===== src/rtl/wpb_pkg.sv =====
package wpb_pkg;
    typedef enum logic [1:0] {
        ST_IDLE  = 2'd0,
        ST_ARB   = 2'd1,
        ST_DRIVE = 2'd2
    } wpb_state_e;
endpackage


===== src/rtl/wpb_entry.sv =====
module wpb_entry #(
    parameter int AW  = 32,
    parameter int DW  = 32,
    parameter int CTW = 3,
    localparam int BEW = DW / 8
) (
    input  logic           clk,
    input  logic           rst_n,
    input  logic           load,
    input  logic           done,
    input  logic [AW-1:0]  in_addr,
    input  logic [DW-1:0]  in_data,
    input  logic [BEW-1:0] in_be,
    input  logic [CTW-1:0] in_ctype,
    output logic           valid,
    output logic [AW-1:0]  q_addr,
    output logic [DW-1:0]  q_data,
    output logic [BEW-1:0] q_be,
    output logic [CTW-1:0] q_ctype
);
    always_ff @(posedge clk) begin
        if (!rst_n) begin
            valid <= 1'b0;
        end else if (load) begin
            valid <= 1'b1;
        end else if (done) begin
            valid <= 1'b0;
        end
    end

    always_ff @(posedge clk) begin
        if (!rst_n) begin
            q_addr  <= '0;
            q_data  <= '0;
            q_be    <= '0;
            q_ctype <= '0;
        end else if (load) begin
            q_addr  <= in_addr;
            q_data  <= in_data;
            q_be    <= in_be;
            q_ctype <= in_ctype;
        end
    end

    // A new capture must never overwrite a pending entry
    assert_no_overwrite_R3: assert property (@(posedge clk) disable iff (!rst_n)
        valid && !done |=> $stable(q_addr) && $stable(q_data));
endmodule


===== src/rtl/wpb_seq.sv =====
module wpb_seq
    import wpb_pkg::*;
(
    input  logic clk,
    input  logic rst_n,
    input  logic load,
    input  logic slave_mode,
    input  logic other_busy,
    input  logic bus_grant,
    input  logic sys_ready,
    output logic drive,
    output logic hreq,
    output logic done
);
    wpb_state_e state_q, state_d;
    logic       bus_usable;

    always_comb begin
        bus_usable = slave_mode ? bus_grant : !other_busy;
    end

    always_ff @(posedge clk) begin
        if (!rst_n) begin
            state_q <= ST_IDLE;
        end else begin
            state_q <= state_d;
        end
    end

    always_comb begin
        state_d = state_q;
        unique case (state_q)
            ST_IDLE:  if (load)       state_d = ST_ARB;
            ST_ARB:   if (bus_usable) state_d = ST_DRIVE;
            ST_DRIVE: if (sys_ready)  state_d = ST_IDLE;
            default:                  state_d = ST_IDLE;
        endcase
    end

    always_comb begin
        drive = 1'b0;
        hreq  = 1'b0;
        done  = 1'b0;
        unique case (state_q)
            ST_IDLE: begin
            end
            ST_ARB: begin
                hreq = slave_mode;
            end
            ST_DRIVE: begin
                drive = 1'b1;
                hreq  = slave_mode;
                done  = sys_ready;
            end
            default: begin
            end
        endcase
    end

    assert_master_waits_R7: assert property (@(posedge clk) disable iff (!rst_n)
        !slave_mode && other_busy && !drive |=> !drive);
    assert_master_no_hreq_R7: assert property (@(posedge clk) disable iff (!rst_n)
        !slave_mode |-> !hreq);
    assert_slave_waits_R8: assert property (@(posedge clk) disable iff (!rst_n)
        slave_mode && !bus_grant && !drive |=> !drive);
    assert_single_cycle_R9: assert property (@(posedge clk) disable iff (!rst_n)
        drive && sys_ready |=> !drive);
    assert_capture_leaves_idle_R2: assert property (@(posedge clk) disable iff (!rst_n)
        load |=> state_q == ST_ARB);
endmodule


===== src/rtl/wpost_buffer.sv =====
module wpost_buffer #(
    parameter int AW  = 32,
    parameter int DW  = 32,
    parameter int CTW = 3,
    localparam int BEW = DW / 8
) (
    input  logic           clk,
    input  logic           rst_n,
    input  logic           slave_mode,
    input  logic           cpu_wr_req,
    input  logic [AW-1:0]  cpu_addr,
    input  logic [DW-1:0]  cpu_data,
    input  logic [BEW-1:0] cpu_be,
    input  logic [CTW-1:0] cpu_ctype,
    input  logic           cpu_noncache,
    output logic           cpu_ack,
    input  logic           dir_hit,
    output logic           cache_we,
    output logic [AW-1:0]  cache_addr,
    output logic [DW-1:0]  cache_data,
    output logic [BEW-1:0] cache_be,
    input  logic           rdm_req,
    output logic           rdm_go,
    input  logic           other_busy,
    output logic           bus_hreq,
    input  logic           bus_grant,
    output logic           sys_req,
    output logic [AW-1:0]  sys_addr,
    output logic [DW-1:0]  sys_data,
    output logic [BEW-1:0] sys_be,
    output logic [CTW-1:0] sys_ctype,
    input  logic           sys_ready
);
    logic           occupied;
    logic           accept;
    logic           wr_done;
    logic           drive;
    logic [AW-1:0]  q_addr;
    logic [DW-1:0]  q_data;
    logic [BEW-1:0] q_be;
    logic [CTW-1:0] q_ctype;

    always_comb begin
        accept     = cpu_wr_req && !occupied;
        cpu_ack    = accept;
        cache_we   = accept && dir_hit && !cpu_noncache;
        cache_addr = cpu_addr;
        cache_data = cpu_data;
        cache_be   = cpu_be;
        rdm_go     = rdm_req && !occupied;
        sys_req    = drive;
        sys_addr   = q_addr;
        sys_data   = q_data;
        sys_be     = q_be;
        sys_ctype  = q_ctype;
    end

    wpb_entry #(.AW(AW), .DW(DW), .CTW(CTW)) u_entry (
        .clk      (clk),
        .rst_n    (rst_n),
        .load     (accept),
        .done     (wr_done),
        .in_addr  (cpu_addr),
        .in_data  (cpu_data),
        .in_be    (cpu_be),
        .in_ctype (cpu_ctype),
        .valid    (occupied),
        .q_addr   (q_addr),
        .q_data   (q_data),
        .q_be     (q_be),
        .q_ctype  (q_ctype)
    );

    wpb_seq u_seq (
        .clk        (clk),
        .rst_n      (rst_n),
        .load       (accept),
        .slave_mode (slave_mode),
        .other_busy (other_busy),
        .bus_grant  (bus_grant),
        .sys_ready  (sys_ready),
        .drive      (drive),
        .hreq       (bus_hreq),
        .done       (wr_done)
    );

    assert_wait_while_draining_R3: assert property (@(posedge clk) disable iff (!rst_n)
        sys_req && !sys_ready |=> !cpu_ack);
    assert_bus_stable_R4: assert property (@(posedge clk) disable iff (!rst_n)
        sys_req && !sys_ready |=> sys_req && $stable(sys_addr) && $stable(sys_data)
                                  && $stable(sys_be) && $stable(sys_ctype));
    assert_captured_on_bus_R4: assert property (@(posedge clk) disable iff (!rst_n)
        cpu_ack |=> $stable(sys_addr) || sys_addr == $past(cpu_addr));
    assert_nc_no_cache_R6: assert property (@(posedge clk) disable iff (!rst_n)
        cpu_noncache |-> !cache_we);
    assert_read_held_R10: assert property (@(posedge clk) disable iff (!rst_n)
        sys_req |-> !rdm_go);
    assert_post_then_full_R11: assert property (@(posedge clk) disable iff (!rst_n)
        cpu_ack |=> !rdm_go);
endmodule


===== config.mk =====
export PLATFORM = sky130hd
export DESIGN_NAME = wpost_buffer
export DESIGN_NICKNAME = d
export VERILOG_FILES = /design/src/rtl/wpb_pkg.sv /design/src/rtl/wpb_entry.sv /design/src/rtl/wpb_seq.sv /design/src/rtl/wpost_buffer.sv
export SDC_FILE = /design/constraint.sdc
export NUM_CORES = 1
export LEC_CHECK = 0
export ABC_AREA = 1
export BUFFER_PORTS_ARGS = -buffer_cell sky130_fd_sc_hd__clkbuf_2
export CORE_MARGIN = 2
export CORE_UTILIZATION = 42
export DETAILED_ROUTE_END_ITERATION = 12
export PLACE_DENSITY = 0.88
export SETUP_SLACK_MARGIN = 0.5
export SLEW_MARGIN = 20
export SYNTH_ARGS = -nofsm -noshare
export SYNTH_HDL_FRONTEND = slang
export SYNTH_SLANG_ARGS = --single-unit

===== constraint.sdc =====
create_clock -name clk -period 1.31 [get_ports clk]
set_clock_uncertainty 0.05 [all_clocks]
set_input_delay 0.0655 -clock clk [delete_from_list [all_inputs] [get_ports clk]]
set_output_delay 0.0655 -clock clk [all_outputs]
set_load 0.02 [all_outputs]

==> results of run 1 <==
-- synthesized netlist by cell type --
cell type / instances
nor2_1: 151
o21ai_1: 17
o21a_1: 1
inv_2: 2
nand3_1: 3
nand2_1: 9
inv_1: 10
nor2_2: 1
buf_6: 15
buf_2: 3
o21ai_0: 54
dfxtp_1: 74
clkbuf_1: 5
buf_4: 69
nand2_2: 1
ha_1: 4
a21oi_1: 2
-- logic make-up after synthesis --
group           Yosys count  share of synthesized area (%)
compound gates           74                           11.3
fa+ha+maj                 4                           1.52
buf+inv                 104                           23.2
flops                    74                           44.9
simple gates            165                           19.0
-- through the flow --
stage	setup WS [ns]	utilization, %
CTS	-0.0317	90.0
detailed placement	0.115	51.7
global placement	0.196	51.7
floorplan	0.185	-
-- what timing repair did --
action                                  CTS
resized for setup                       362
hold buffers                             71
cloned                                   15
endpoints found under the setup margin  150
pin swaps                                16
endpoints found under the hold margin    71
buffers inserted                         39
==> flow_summary.toml, run 1 <==
[sta]
crit_endpoint = "u_entry.q_be[0]$_SDFFE_PN0P_/D"
worstEndpointType = "register data pin"

[run_status]
status = "stopped before the end"
error_line = "[ERROR DPL-0038] Utilization greater than 100%, impossible to legalize"
stop_stage = "5_1_grt"

[yosys]
synth_area_leaders = "dfxtp_1, nor2_1, buf_4"
yosysTopAreaCell = "dfxtp_1"
yosysSeqAreaShare_pct = 44.9
synth_seq_cells = 74
yosys_warnings = 0
synth_top_area_share_pct = 44.9
syn_avg_cell_area_sq_um = 7.83
syn-num-nets = 506
yosysUniqueCellTypes = 17
syn-cell-area_sq_um = 3300
syn_inst = 421

[grt]
grt_max_degree = 75

[die]
die_x_um = 92.6
dieHeight_um = 92.6
start_util_pct = 43.1
io_pins = 225
row_count = 32

[clock_tree]
clock-sinks = 74
h-tree-depth = 3
root_buffer = "clkbuf_8"
cts_buffers = 9
clock_path_buffers = 2

[placement]
postPlaceCellArea_sq_um = 3950
port_buffers = 224
numPlacedInstances = 660
gp_congestion = 0.783
dpl.hpwl_mm = 6.15
==> run 2: changes to the inputs <==
- CORE_UTILIZATION: 42 -> 40
- PLACE_DENSITY: 0.88 -> unset
- PLACE_DENSITY_LB_ADDON: unset -> 0.15
- SETUP_SLACK_MARGIN: 0.5 -> unset
==> flow_summary.toml, run 2 <==
[worst_setup_path]
reg2reg_slack_ns = 0.02
rr_endpoint = "u_seq.state_q[1]"
cp_top_family = "flip-flops"
reg2reg_depth = 9
cp_slowest_cell = "dfxtp_2"
cp.required_ns = 1.19
worst-setup-path-type = "reg -> out"
path_buf_inv = 3
crit_path_frequent_cell = "inv_2"
cp_cell_sequence = "inv_2 -> ha_4 -> nand2_2 -> inv_2 -> buf_8"
setup.worst_path.end_class = "output port"
startpoint_type = "flop"
timing.rr.start = "u_seq.state_q[1]"
crit_fanout = 2
slowest_delay_ns = 0.36
cp.arrival_ns = 1.21

[clock_tree]
clk_latency_ns = 0.35
clock_path_buffers = 2
root_buffer = "clkbuf_8"
clock-sinks = 74
cts_buffers = 9
h-tree-depth = 3
cts.clk_slew.worst_paths_ns = 0.08
tritoncts = "done"

[power_and_ir_drop]
switching_share_pct = 32.2
peakVddDrop_uv = 892
power_frac_comb_pct = 31.2
p_per_area_nw_per_um2 = 1380
pwr-share-clk_pct = 30.5
total_power_w = 0.00684
internal-power_w = 0.00464
seqPwrFrac_pct = 38.3
p_sw_w = 0.00220
leakage_nw = 2.55

[grt]
antenna_found_initial = 0
grt_pass1_vias = 3154
grt_pass1_wl_mm = 13.9
grt_max_degree = 45
track_usage_pct = 19.8
overflow = 0

[yosys]
async_reset_ff_share_pct = 0
synth_area_leaders = "dfxtp_1, nor2_1, buf_4"
synth_seq_cells = 74
synth_top_area_share_pct = 44.9
yosysSeqAreaShare_pct = 44.9
synth_edf_count = 0
synthMostInstantiatedCell = "nor2_1"
syn-num-nets = 506
synth_ff_type = "dfxtp_1"
syn_avg_cell_area_sq_um = 7.83
syn-cell-area_sq_um = 3300
netlist_top_cells_count = "nor2_1, dfxtp_1, buf_4"
yosysUniqueCellTypes = 17
yosys_warnings = 0
yosysTopAreaCell = "dfxtp_1"
syn_inst = 421

[sta]
fmax_mhz = 755
slew_headroom_pct = 75.3
drv_slew = 0
rsz0062_at_grt = "true"
holdWs_ns = 0.115
finalCritPeriodShare_pct = 101
setup_violations = 1
fin_crit_ns = 1.32
tightest_slew_ns = 0.370
hold_viol = 0
setup_slack_ns = -0.0139
setup_tns_ns = -0.0139

[placement]
gp_congestion = 0.756
numPlacedInstances = 665
port_buffers = 224
dpl.hpwl_mm = 5.76

[routing]
ant_nets = 0
vias = 3394
post_drt_wl_per_cell_um = 12.2
drt-pass1-iter-count = 4
routed_via_density = 4.48
drt_wl_total_mm = 9.26
drtIter0Drc = 56
drc = 0

[cells_and_area]
reg.largest.list = "u_entry.q_addr x32, u_entry.q_data x32, u_entry.q_be x4"
final_cells = 757
final_common_cell = "clkbuf_2"
areaGrowthSynthToFinish_pct = 50.3
fin_nets = 733
n_fill_cell = 727
mostFrequentLayoutCells = "clkbuf_2, nor2_1, dlygate4sd3_1, dfxtp_1, o21ai_0"
diodes = 0
drive_gt1_share_pct = 41.1
multi_input_area_sq_um = 1090
seq_area_sq_um = 1490

[die]
dieHeight_um = 94.8
io_pins = 225
die_x_um = 94.8
dieArea_sq_um = 8990
start_util_pct = 40.8
row_count = 33
coreArea_sq_um = 8090

[run_status]
status = "finished with violations"
violations = "negative setup slack"

[job]
cap_violations = 0

[hold_path]
min_path_cells = 6
worstHoldPathType = "in -> reg"
hold_end = "u_seq.state_q[0]"
min_from = "bus_grant"
-- run 2: worst max path at each step --
stage          cells past startpoint               end              from  slack, ns
2_1_floorplan                      8  u_seq.state_q[0]  u_seq.state_q[0]       0.03
3_3_place_gp                       8  u_seq.state_q[0]  u_seq.state_q[0]       0.12
3_5_place_dp                       9  u_seq.state_q[0]  u_seq.state_q[0]       0.10
4_1_cts                            5          bus_hreq  u_seq.state_q[1]      -0.05
5_1_grt                            5          bus_hreq  u_seq.state_q[1]      -0.08
6_report                           5          bus_hreq  u_seq.state_q[1]      -0.01
-- run 2: final cells by class --
type                       count  area share (%)
clock buffer                  10            2.57
sequential                    74            30.0
inverter                      12           0.959
multi-input combinational    243            22.0
tap                          105            2.65
timing repair buffer         308            39.8
clock inverter                 5            2.09
-- run 2: worst register-to-register path: stages, from the launching register on --
cell	delay (ns)
dfxtp_2	0.36
buf_4	0.12
ha_2	0.20
inv_2	0.05
nor2_4	0.11
inv_1	0.05
nand2_1	0.07
nor2_2	0.05
nor2_1	0.08
nor2_1	0.05
-- run 2: kinds of logic (layout without fill, tap and decap cells) --
logic type	Yosys count	count (layout)	synth area share (%)
AO/OA/AOI/OAI	74	74	11.3
adder cells (fa/ha/maj)	4	4	1.52
AND/OR/NAND/NOR	165	165	19.0
flip-flops	74	74	44.9
buffers and inverters	104	335	23.2
-- run 2: what timing repair did --
item | in CTS | in global routing
pin swaps | 2 | 0
endpoints found under the hold margin | 72 | 0
hold buffers | 72 | 0
gates resized for setup | 11 | 13
setup endpoints to repair | 3 | 5
setup buffers | 5 | 0
-- run 2: power by group through the flow --
stage	Combinational (W)	Clock (W)	Sequential (W)
2_1_floorplan	0.00105	0	0.00290
3_3_place_gp	0.00171	0	0.00265
3_5_place_dp	0.00174	0	0.00266
4_1_cts	0.00205	0.00214	0.00262
5_1_grt	0.00233	0.00225	0.00265
6_report	0.00213	0.00209	0.00262
-- run 2: per-layer routing --
metal  global-route usage [%]  part of all wire, %  vias to the layer above
li1                         -                    -                     1725
met1                     21.4                   40                     1512
met2                     36.3                   51                      145
met3                     6.38                  7.9                       12
met4                     6.88                  1.6                        0
met5                        0                    0                        -
-- run 2: through the flow --
stage	cell area (sq um)	util, %	setup slack [ns]
after floorplan	3300	-	0.0277
after global placement	3910	48.3	0.122
after detailed placement	3910	48.3	0.101
after CTS	4930	60.9	-0.0510
after global routing	4960	61.3	-0.0757
final	4960	61.3	-0.0139
No activity file was read; power rests on OpenSTA's default activity.
==> run 3: changes to the inputs <==
- CELL_PAD_IN_SITES_DETAIL_PLACEMENT: unset -> 1
- CELL_PAD_IN_SITES_GLOBAL_PLACEMENT: unset -> 1
- CORE_UTILIZATION: 40 -> 28
==> flow_summary.toml, run 3 (synthesized netlist as in run 2, its figures left out) <==
[run_status]
status = "finished with violations"
violations = "negative hold slack"

[worst_setup_path]
slowest_delay_ns = 0.34
cp_cell_sequence = "inv_2 -> ha_4 -> nand2_2 -> inv_2 -> buf_8"
timing.rr.start = "u_seq.state_q[0]"
reg2reg_slack_ns = 0.05
cp_slowest_cell = "dfxtp_2"
crit_fanout = 2
rr_endpoint = "u_seq.state_q[0]"
startpoint_type = "flop"
cp.arrival_ns = 1.19
cp.required_ns = 1.19
setup.worst_path.end_class = "output port"
reg2reg_depth = 9
worst-setup-path-type = "reg -> out"
crit_path_frequent_cell = "inv_2"

[grt]
overflow = 0
grt_pass1_vias = 3515
grt_pass1_wl_mm = 16.8
grt_max_degree = 45
antenna_found_initial = 0
track_usage_pct = 16.6

[power_and_ir_drop]
peakVddDrop_uv = 673
leakage_nw = 2.62
p_per_area_nw_per_um2 = 1500

[routing]
routed_via_density = 4.33
vias = 3452
drtIter0Drc = 124
post_drt_wl_per_cell_um = 13.6
drt_wl_total_mm = 10.8
drt-pass1-iter-count = 4
ant_nets = 0
drc = 0

[clock_tree]
clk_latency_ns = 0.33
cts.clk_slew.worst_paths_ns = 0.06
h-tree-depth = 3
clock_path_buffers = 2
cts_buffers = 9
clock-sinks = 74
tritoncts = "done"
root_buffer = "clkbuf_16"

[die]
row_count = 39
dieHeight_um = 113
dieArea_sq_um = 12700
start_util_pct = 28.8
die_x_um = 113
coreArea_sq_um = 11500
io_pins = 225

[sta]
setup_violations = 0
hold_viol = 2
rsz0062_at_grt = "true"
finalCritPeriodShare_pct = 99.9
slew_headroom_pct = 87.2
tightest_slew_ns = 0.192
fmax_mhz = 764
drv_slew = 0
holdWs_ns = -0.00888
fin_crit_ns = 1.31

[cells_and_area]
drive_gt1_share_pct = 42.6
diodes = 0
areaGrowthSynthToFinish_pct = 57.1
reg.largest.list = "u_entry.q_addr x32, u_entry.q_data x32, u_entry.q_be x4"
final_common_cell = "clkbuf_2"
fin_nets = 735
post-route-util_pct = 45.2
n_fill_cell = 1408
mostFrequentLayoutCells = "clkbuf_2, nor2_1, dfxtp_1, dlygate4sd3_1, o21ai_0"

[hold_path]
min_path_cells = 3
min_from = "cpu_addr[13]"
hold_end = "u_entry.q_addr[13]"
worstHoldPathType = "in -> reg"

[job]
cap_violations = 0

[placement]
dpl.hpwl_mm = 7.38
port_buffers = 224
gp_congestion = 0.699
## run 3: cell count changes in the layout (fill, tap and decap cells not counted), moves of 2 or more
cell and delta:
buf_12 +2, buf_6 +4, clkbuf_16 +9, clkbuf_8 -8, clkinvlp_4 +2, dlygate4sd3_1 -5, o21ai_0 -11, o21ai_1 +11
## run 3: worst max path at each step
stage	start	endpoint	slack, ns	cells past startpoint
floorplan	u_seq.state_q[0]	u_seq.state_q[0]	0.03	8
global placement	u_seq.state_q[0]	u_seq.state_q[1]	0.07	8
detailed placement	u_seq.state_q[0]	u_seq.state_q[0]	-0.03	8
CTS	u_seq.state_q[1]	bus_hreq	-0.02	5
global route	u_seq.state_q[1]	bus_hreq	-0.04	5
finish	u_seq.state_q[0]	bus_hreq	0.001	5
## run 3: what timing repair did
| action | CTS | global route |
|---|---|---|
| setup endpoints to repair | 8 | 18 |
| setup buffers | 6 | 2 |
| pin swaps | 3 | 8 |
| hold endpoints to repair | 66 | 1 |
| gates resized for setup | 15 | 30 |
| hold buffers | 66 | 1 |
## run 3: power by group
part	internal (W)	switching, W
Combinational	0.000992	0.00134
Clock	0.00187	0.000952
Sequential	0.00250	0.000131
## run 3: worst max-delay path: cells and delay by family (launching register included)
kind	cells	cell delay, ns
buffers and inverters	3	0.22
flip-flops	1	0.34
AND/OR/NAND/NOR	1	0.04
adder cells (fa/ha/maj)	1	0.26
## run 3: layer usage
layer | vias to the layer above | track usage [%] | wire length [um]
li1 | 1720 | - | -
met3 | 14 | 4.05 | 731
met5 | - | 0 | 0
met4 | 0 | 5.28 | 169
met1 | 1571 | 18.5 | 4430
met2 | 147 | 30.8 | 5510
## run 3: layout make-up
cell class | instances | area [sq um] | share of cell area, %
Tap cell | 143 | 179 | 3.45
Multi-Input combinational cell | 243 | 1100 | 21.3
Clock inverter | 6 | 114 | 2.20
Inverter | 12 | 47.5 | 0.917
Timing Repair Buffer | 310 | 2020 | 39.0
Clock buffer | 10 | 229 | 4.42
Sequential cell | 74 | 1490 | 28.7
## run 3: metrics by stage
stage / TNS [ns] / std cells / power, W / setup WS [ns] / cell area, sq um
2_1_floorplan: 0 / 421 / 0.00395 / 0.0277 / 3300
3_3_place_gp: 0 / 707 / 0.00442 / 0.0750 / 4010
3_5_place_dp: -0.0640 / 707 / 0.00448 / -0.0323 / 4010
4_1_cts: -0.0176 / 795 / 0.00770 / -0.0176 / 5110
5_1_grt: -0.226 / 798 / 0.00823 / -0.0399 / 5180
6_report: 0 / 798 / 0.00778 / 0.00135 / 5180
==> run 4: changes to the inputs <==
- SETUP_SLACK_MARGIN: unset -> 0.15
==> flow_summary.toml, run 4 (synthesized netlist as in run 2, its figures left out) <==
[run_status]
status = "finished with violations"
violations = "negative hold slack"

[worst_setup_path]
crit_path_start = "u_seq.state_q[0]"
worst-setup-path-type = "reg -> out"
endpoint = "bus_hreq"
rr_endpoint = "u_entry.q_addr[30]"
reg2reg_depth = 7
timing.rr.start = "u_entry.valid"
path_buf_inv = 3
setup.worst_path.end_class = "output port"
cp_top_family = "flip-flops"
crit_fanout = 2
cp.arrival_ns = 1.19
startpoint_type = "flop"
cp_slowest_cell = "dfxtp_2"
cp.required_ns = 1.19
reg2reg_slack_ns = 0.03
cp_cell_sequence = "inv_4 -> ha_4 -> nand2_2 -> inv_2 -> buf_8"
slowest_delay_ns = 0.36
path_depth = 5

[die]
dieHeight_um = 113
row_count = 39
die_x_um = 113
coreArea_sq_um = 11500
start_util_pct = 28.8
io_pins = 225
dieArea_sq_um = 12700

[sta]
finalCritPeriodShare_pct = 99.7
tightest_slew_ns = 0.478
setup_slack_ns = 0.00336
fin_crit_ns = 1.31
drv_slew = 0
rsz0062_at_grt = "true"
holdWs_ns = -0.00259
setup_violations = 0
hold_viol = 1
slew_headroom_pct = 68.1
fmax_mhz = 765

[placement]
gp_congestion = 0.717
port_buffers = 224
dpl.hpwl_mm = 7.28
pre_cts_slack_ns = -0.00667
numPlacedInstances = 705

[hold_path]
worstHoldPathType = "in -> reg"

[grt]
grt_pass1_wl_mm = 18.0
grt_max_degree = 75
antenna_found_initial = 0
grt_pass1_vias = 3578
overflow = 0
track_usage_pct = 17.8

[routing]
drt_wl_total_mm = 13.1
drtIter0Drc = 85
routed_via_density = 4.44
drc = 0
drt-pass1-iter-count = 4
post_drt_wl_per_cell_um = 16.0
ant_nets = 0
vias = 3638

[clock_tree]
root_buffer = "clkbuf_16"
cts_buffers = 9
cts.clk_slew.worst_paths_ns = 0.06
tritoncts = "done"
clock_path_buffers = 2
clk_latency_ns = 0.32
clock-sinks = 74
h-tree-depth = 3

[power_and_ir_drop]
leakage_nw = 2.95
peakVddDrop_uv = 782
p_per_area_nw_per_um2 = 1280

[job]
cap_violations = 0

[cells_and_area]
reg.largest.list = "u_entry.q_addr x32, u_entry.q_data x32, u_entry.q_be x4"
drive_gt1_share_pct = 59.9
n_fill_cell = 1330
diodes = 0
fin_nets = 757
final_cells = 819
areaGrowthSynthToFinish_pct = 86.9
final_common_cell = "clkbuf_2"
mostFrequentLayoutCells = "clkbuf_2, nor2_1, dfxtp_1, dlygate4sd3_1, o21ai_2"
[run 4: how the worst min path moves through the flow]
stage / from / end / slack (ns) / depth (start not counted)
2_1_floorplan: cpu_addr[30] / u_entry.q_addr[30] / 0.16 / 2
3_3_place_gp: cpu_addr[6] / u_entry.q_addr[6] / 0.27 / 3
3_5_place_dp: cpu_addr[6] / u_entry.q_addr[6] / 0.28 / 3
4_1_cts: cpu_data[10] / u_entry.q_data[10] / 0.003 / 3
5_1_grt: cpu_data[10] / u_entry.q_data[10] / 0.02 / 3
6_report: cpu_data[10] / u_entry.q_data[10] / -0.003 / 3
[run 4: per-stage QoR]
| stage | instance area (sq um) | TNS (ns) | total power, W | util (%) |
|---|---|---|---|---|
| 2_1_floorplan | 3310 | 0 | 0.00398 | - |
| 3_3_place_gp | 3980 | 0 | 0.00443 | 34.7 |
| 3_5_place_dp | 3980 | -0.00667 | 0.00449 | 34.7 |
| 4_1_cts | 5180 | -0.0179 | 0.00722 | 45.2 |
| 5_1_grt | 6170 | -0.390 | 0.00833 | 53.8 |
| 6_report | 6170 | 0 | 0.00789 | 53.8 |
[run 4: layout make-up]
cell class                      count  area [sq um]  area share [%]
Sequential cell                    74          1490            24.1
Timing Repair Buffer              332          2520            40.9
Multi-Input combinational cell    243          1670            27.0
Inverter                           12          55.1           0.893
Clock inverter                      6          35.0           0.568
Tap cell                          143           179            2.90
Clock buffer                        9           225            3.65
[run 4: layer usage]
layer / global-route usage, % / part of all wire [%] / routed length [um]
met5: 0 / 0 / 0
met4: 5.69 / 1.7 / 225
met3: 4.43 / 5.6 / 728
met2: 34.6 / 56 / 7340
met1: 18.7 / 37 / 4800
[run 4: repair_timing]
action | in CTS | in global routing
hold buffers | 70 | 0
pin swaps | 4 | 70
resized for setup | 60 | 201
endpoints found under the setup margin | 71 | 78
setup buffers | 9 | 4
hold endpoints to repair | 70 | 0
gates cloned | 2 | 14
[run 4: worst reg2reg max path, delay by kind of cell, from the launching register on]
| family | cells | cell delay, ns |
|---|---|---|
| compound gates | 1 | 0.14 |
| buf+inv | 4 | 0.50 |
| flops | 1 | 0.33 |
| simple gates | 2 | 0.15 |
[run 4: power by group]
part / switching (W) / total, W / internal (W) / leakage, nW
Combinational: 0.00161 / 0.00299 / 0.00138 / 2.20
Clock: 0.000969 / 0.00223 / 0.00126 / 0.127
Sequential: 0.000185 / 0.00268 / 0.00250 / 0.615
Total: 0.00276 / 0.00789 / 0.00513 / 2.95
